==> config.mk <==
export PLATFORM = sky130hd
export DESIGN_NAME = umac_unit
export DESIGN_NICKNAME = d
export VERILOG_FILES = /design/src/rtl/umac_pkg.sv /design/src/rtl/umac_mul.sv /design/src/rtl/umac_alu.sv /design/src/rtl/umac_accbank.sv /design/src/rtl/umac_unit.sv
export SDC_FILE = /design/constraint.sdc
export NUM_CORES = 1
export LEC_CHECK = 0
export ABC_AREA = 1
export BUFFER_PORTS_ARGS = -buffer_cell sky130_fd_sc_hd__buf_2
export CORE_MARGIN = 10
export CORE_UTILIZATION = 64
export CTS_CLUSTER_DIAMETER = 120
export DETAILED_ROUTE_END_ITERATION = 7
export GPL_ROUTABILITY_DRIVEN = 0
export MAX_ROUTING_LAYER = met4
export PLACE_DENSITY = 0.84
export SLEW_MARGIN = 20
export SYNTH_ARGS = -nofsm -noshare
export SYNTH_HDL_FRONTEND = slang
export SYNTH_SLANG_ARGS = --single-unit
==> constraint.sdc <==
create_clock -name clk -period 11.8 [get_ports clk]
set_input_delay 2.36 -clock clk [delete_from_list [all_inputs] [get_ports clk]]
set_output_delay 2.36 -clock clk [all_outputs]
set_load 0.05 [all_outputs]
==> src/rtl/umac_pkg.sv <==
package umac_pkg;
  typedef enum logic [1:0] {
    UMAC_STORE = 2'b00,
    UMAC_ADD   = 2'b01,
    UMAC_SUB   = 2'b10,
    UMAC_RSVD  = 2'b11
  } umac_op_e;
endpackage

==> src/rtl/umac_mul.sv <==
// Unsigned multiplier with optional doubling for fractional mode.
module umac_mul #(
  parameter int OPW = 16,
  parameter int PW  = 2 * OPW + 1
) (
  input  logic [OPW-1:0] opa,
  input  logic [OPW-1:0] opb,
  input  logic           frac,
  output logic [PW-1:0]  prod
);
  localparam int FULLW = 2 * OPW;

  logic [FULLW-1:0] full;

  always_comb begin
    full = opa * opb;
    if (frac) prod = {full, 1'b0};
    else      prod = {1'b0, full};
  end
endmodule

==> src/rtl/umac_alu.sv <==
// Combines a product with an accumulator value, modulo 2^ACCW.
module umac_alu
  import umac_pkg::*;
#(
  parameter int ACCW = 40,
  parameter int PW   = 33
) (
  input  umac_op_e        op,
  input  logic [ACCW-1:0] acc_in,
  input  logic [PW-1:0]   prod,
  output logic [ACCW-1:0] res
);
  localparam int PADW = ACCW - PW;

  logic [ACCW-1:0] prod_ext;

  always_comb begin
    prod_ext = {{PADW{1'b0}}, prod};
    unique case (op)
      UMAC_STORE: res = prod_ext;
      UMAC_ADD:   res = acc_in + prod_ext;
      UMAC_SUB:   res = acc_in - prod_ext;
      default:    res = acc_in;
    endcase
  end
endmodule

==> src/rtl/umac_accbank.sv <==
// Bank of accumulators with one write port and one read port.
module umac_accbank #(
  parameter int NACC = 2,
  parameter int ACCW = 40,
  parameter int SELW = (NACC > 1) ? $clog2(NACC) : 1
) (
  input  logic            clk,
  input  logic            rst,
  input  logic            wr_en,
  input  logic [SELW-1:0] wr_sel,
  input  logic [ACCW-1:0] wr_data,
  input  logic [SELW-1:0] rd_sel,
  output logic [ACCW-1:0] rd_data
);
  logic [ACCW-1:0] acc_q [NACC];

  for (genvar i = 0; i < NACC; i++) begin : g_acc
    localparam logic [SELW-1:0] IDX = SELW'(i);

    always_ff @(posedge clk) begin
      if (rst)                        acc_q[i] <= '0;
      else if (wr_en && wr_sel == IDX) acc_q[i] <= wr_data;
    end

    // an accumulator not addressed by the write keeps its value
    a_r6_unselected_hold: assert property (@(posedge clk) disable iff (rst)
      (!wr_en || wr_sel != IDX) |=> $stable(acc_q[i]));

    // the addressed accumulator takes the written value
    a_r7_write_lands: assert property (@(posedge clk) disable iff (rst)
      (wr_en && wr_sel == IDX) |=> acc_q[i] == $past(wr_data));

    // reset clears every accumulator
    a_r9_acc_cleared: assert property (@(posedge clk)
      rst |=> acc_q[i] == '0);
  end

  assign rd_data = acc_q[rd_sel];
endmodule

==> src/rtl/umac_unit.sv <==
// Unsigned multiply-accumulate datapath with two accumulators.
module umac_unit
  import umac_pkg::*;
#(
  parameter int OPW  = 16,
  parameter int ACCW = 40,
  parameter int NACC = 2,
  parameter int SELW = (NACC > 1) ? $clog2(NACC) : 1
) (
  input  logic            clk,
  input  logic            rst,
  input  logic            in_valid,
  input  logic [1:0]      in_op,
  input  logic [SELW-1:0] in_acc_sel,
  input  logic [OPW-1:0]  in_opa,
  input  logic [OPW-1:0]  in_opb,
  input  logic            in_frac,
  input  logic            ld_valid,
  input  logic [SELW-1:0] ld_sel,
  input  logic [ACCW-1:0] ld_data,
  output logic            out_valid,
  output logic [ACCW-1:0] out_acc
);
  localparam int PW = 2 * OPW + 1;

  umac_op_e        op;
  logic            op_go;
  logic [PW-1:0]   prod;
  logic [ACCW-1:0] rd_acc;
  logic [ACCW-1:0] alu_res;
  logic            wr_en;
  logic [SELW-1:0] wr_sel;
  logic [ACCW-1:0] wr_data;

  assign op    = umac_op_e'(in_op);
  assign op_go = in_valid && (op != UMAC_RSVD);

  umac_mul #(.OPW(OPW), .PW(PW)) u_mul (
    .opa (in_opa),
    .opb (in_opb),
    .frac(in_frac),
    .prod(prod)
  );

  // without doubling the product never reaches its top bit
  a_r1_prod_width: assert property (@(posedge clk) disable iff (rst)
    !in_frac |-> prod[PW-1] == 1'b0);

  // a doubled product is always even
  a_r5_frac_even: assert property (@(posedge clk) disable iff (rst)
    in_frac |-> prod[0] == 1'b0);

  umac_alu #(.ACCW(ACCW), .PW(PW)) u_alu (
    .op    (op),
    .acc_in(rd_acc),
    .prod  (prod),
    .res   (alu_res)
  );

  // Operation wins the single write port; load only when no strobe.
  always_comb begin
    wr_en   = op_go || (ld_valid && !in_valid);
    wr_sel  = op_go ? in_acc_sel : ld_sel;
    wr_data = op_go ? alu_res : ld_data;
  end

  umac_accbank #(.NACC(NACC), .ACCW(ACCW), .SELW(SELW)) u_bank (
    .clk    (clk),
    .rst    (rst),
    .wr_en  (wr_en),
    .wr_sel (wr_sel),
    .wr_data(wr_data),
    .rd_sel (in_acc_sel),
    .rd_data(rd_acc)
  );

  always_ff @(posedge clk) begin
    if (rst) begin
      out_valid <= 1'b0;
      out_acc   <= '0;
    end else begin
      out_valid <= op_go;
      if (op_go) out_acc <= alu_res;
    end
  end

  // an accepted operation gives a done pulse in the next cycle
  a_r8_done_follows: assert property (@(posedge clk) disable iff (rst)
    (in_valid && in_op != 2'b11) |=> out_valid);

  // no accepted operation means no pulse and a held result
  a_r8_idle_holds: assert property (@(posedge clk) disable iff (rst)
    !(in_valid && in_op != 2'b11) |=> (!out_valid && $stable(out_acc)));

  // a reserved code never produces a done pulse
  a_r10_rsvd_silent: assert property (@(posedge clk) disable iff (rst)
    (in_valid && in_op == 2'b11) |=> !out_valid);

  // a load alone never produces a done pulse
  a_r7_load_silent: assert property (@(posedge clk) disable iff (rst)
    (ld_valid && !in_valid) |=> !out_valid);

  // reset clears the output register
  a_r9_out_cleared: assert property (@(posedge clk)
    rst |=> (!out_valid && out_acc == '0));
endmodule

==> summary.txt <==
GRT
  – Total track usage: 29.5%
  – Global-route wire length before repair: 85,200 µm
  – Initial antenna violation count: 0
  – Grt ovf: 0
  – Vias in the first global route: 17,700
  – Largest net degree at the start of global routing: 86

Setup path
  – CP startpoint kind: primary input
  – CP peak stage delay: 0.53 ns
  – Crit Path Max Fanout: 16
  – Setup crit end kind: flip-flop
  – CP required: 11.99 ns
  – R2r worst-path depth: 20
  – CP Launch Point: in_opb[1]
  – Most used cell, CP: inv_1
  – Crit-path slowest cell: fa_1
  – Worst Setup EP: u_bank.acc_q[1][33]$_SDFFCE_PN0P_
  – Critical R2R Capture: u_bank.acc_q[0][38]$_SDFFCE_PN0P_
  – Worst Path Arrival: 10.77 ns
  – Reg2reg start: u_bank.acc_q[0][0]$_SDFFCE_PN0P_
  – WS Path Type: in2reg
  – R2r setup slk: 8.10 ns

STA
  – Final Hold Viols: 0
  – Fin. max-slew vios: 0
  – # setup viols final: 0
  – RSZ-0062 raised after global routing: false
  – Setup Total Neg Slack: 0 ns
  – Clock skew: 0.0112 ns
  – Max_slew headroom: 30.4%
  – Worst Max-Slew Pin Slew: 1.04 ns
  – Final worst path period share: 89.7%
  – Crit path time final: 10.58 ns
  – Fmax: 94.5 MHz

Synthesis
  – Asr flop ratio synth: 0%
  – Syn avg cell area: 6.68 µm²
  – Area contributors post-synth: fa_1, nand2_1, inv_1, edfxtp_1, ha_1
  – Post-Syn Instances: 2,814
  – Yosys warnings: 0
  – Dominant cell type by area after synthesis: fa_1
  – Syn Nets: 3,237
  – Post-synthesis register bit count: 121
  – Post-synth cell types: 46
  – Post-synthesis sequential area ratio: 17.1%
  – Mapped cell area: 0.0188 mm²
  – Main synth FF type: edfxtp_1
  – EDFF count, synth: 80
  – Post-synth top area share: 20.8%

Outcome
  – Status: complete, no violations

Cells and area
  – ANT cells: 0
  – Share of cells above drive strength 1: 7.53%
  – Layout area overhead: 7.01%
  – Final net count: 3,278
  – Commonest non-fill, non-tap cell in the layout: nand2_1
  – Most frequent cells in the layout: nand2_1, inv_1, fa_1

CTS
  – H-tree levels: 4
  – Clock root buffer: clkbuf_16
  – Hold_buf cts: 0
  – Worst-Skew Late Latency: 0.44 ns
  – TritonCTS clock tree: built
  – Clock buffer depth: 2
  – CTS sink cnt: 121
  – TritonCTS Buffers: 17
  – Post-CTS setup buffer count: 0
  – Clock transition at path regs: 0.06 ns
  – CTS resizes: 0

Floorplanning
  – Rows: 62
  – I/O pins: 122
  – Starting Density: 65.2%
  – Die area: 0.0366 mm²
  – Die width: 191 µm
  – Core area: 0.0289 mm²
  – Die span in y: 191 µm

Detailed routing
  – ANT nets after route: 0
  – Starting DRC count in detailed routing: 2,043
  – Drt total wl: 51,700 µm
  – Average via count per standard cell: 5.49
  – Drt pass-1 iters: 6
  – Wire per inst: 15.9 µm
  – Via count: 17,900
  – Residual DRC: 0

Placement
  – DPL Wire Length: 40,800 µm
  – Port-buffer cells: 121

Flow run
  – Max_cap viols: 0

Worst hold path
  – Worst Hold Class: reg2reg
metrics by stage:
stage / instance area, µm² / worst slack, ns / util (%) / std cells / hold WS, ns
after floorplan: 18800 / 2.03 / - / 2814 / 0.690
after global routing: 20100 / 0.740 / 69.7 / 3252 / 0.486
after detailed placement: 19600 / 1.05 / 67.7 / 3220 / 0.457
after global placement: 19600 / 1.12 / 67.7 / 3220 / 0.451
final: 20100 / 1.22 / 69.7 / 3252 / 0.465
after CTS: 20100 / 1.46 / 69.7 / 3252 / 0.466
Yosys cell counts, drive strengths merged, types with 3 or more instances:
master,instances
clkbuf,97
a21oi,112
nand2,964
dfxtp,41
xnor2,7
edfxtp,80
fa,195
nor3,6
a21o,6
or2,8
a31oi,7
nand4,16
buf,9
o21ai,69
nor2,147
o22ai,10
nand3,122
xor2,29
inv,703
o221ai,3
o211ai,14
ha,147
o21a,3
nand3b,5
sequential cells by signal, indices dropped and copies added (netlist names):
signal and count:
u_bank.acc_q 80, out_acc 40, out_valid 1
worst max-delay path: cells and delay by family:
family	cells	cell delay, ns
adder cells (fa/ha/maj)	8	3.81
AND/OR/NAND/NOR	19	2.43
buffers and inverters	10	1.02
XOR/XNOR	1	0.12
AO/OA/AOI/OAI	6	1.00
worst min path at each step:
stage,startpoint,end,slack [ns],cells after the start
floorplan,out_acc[33]$_SDFFE_PP0P_,out_acc[33]$_SDFFE_PP0P_,0.69,2
CTS,out_acc[33]$_SDFFE_PP0P_,out_acc[33]$_SDFFE_PP0P_,0.47,2
finish,out_acc[33]$_SDFFE_PP0P_,out_acc[33]$_SDFFE_PP0P_,0.46,2
detailed placement,out_acc[33]$_SDFFE_PP0P_,out_acc[33]$_SDFFE_PP0P_,0.46,2
global placement,out_acc[39]$_SDFFE_PP0P_,out_acc[39]$_SDFFE_PP0P_,0.45,2
global route,out_acc[39]$_SDFFE_PP0P_,out_acc[39]$_SDFFE_PP0P_,0.49,2
final cells by class:
class	instances	area [µm²]
Multi-Input combinational cell	1883	12500
Fill cell	2405	8730
Sequential cell	121	3220
Inverter	704	2640
Timing Repair Buffer	128	658
Tap cell	384	480
Clock buffer	21	450
Clock inverter	11	124
cell families (layout without fill, tap and decap cells):
kind of cell | Yosys count | count (layout) | synth area share, %
compound gates | 231 | 231 | 6.87
simple gates | 1273 | 1273 | 27.5
fa+ha+maj | 342 | 342 | 30.5
xor+xnor | 36 | 36 | 1.68
flops | 121 | 121 | 17.1
mux | 1 | 1 | 0.0532
buf+inv | 810 | 864 | 16.2
routing by layer:
layer	vias up	track usage [%]	part of all wire, %
met3	174	6.47	11
met5	-	-	0
met4	0	10.7	3.7
met1	8242	37.1	40
met2	1001	46.0	45
li1	8445	-	-
Power is left out: the tool's default activity adds up to more than one toggle a clock period on the data nets, which glitch-free logic cannot reach.
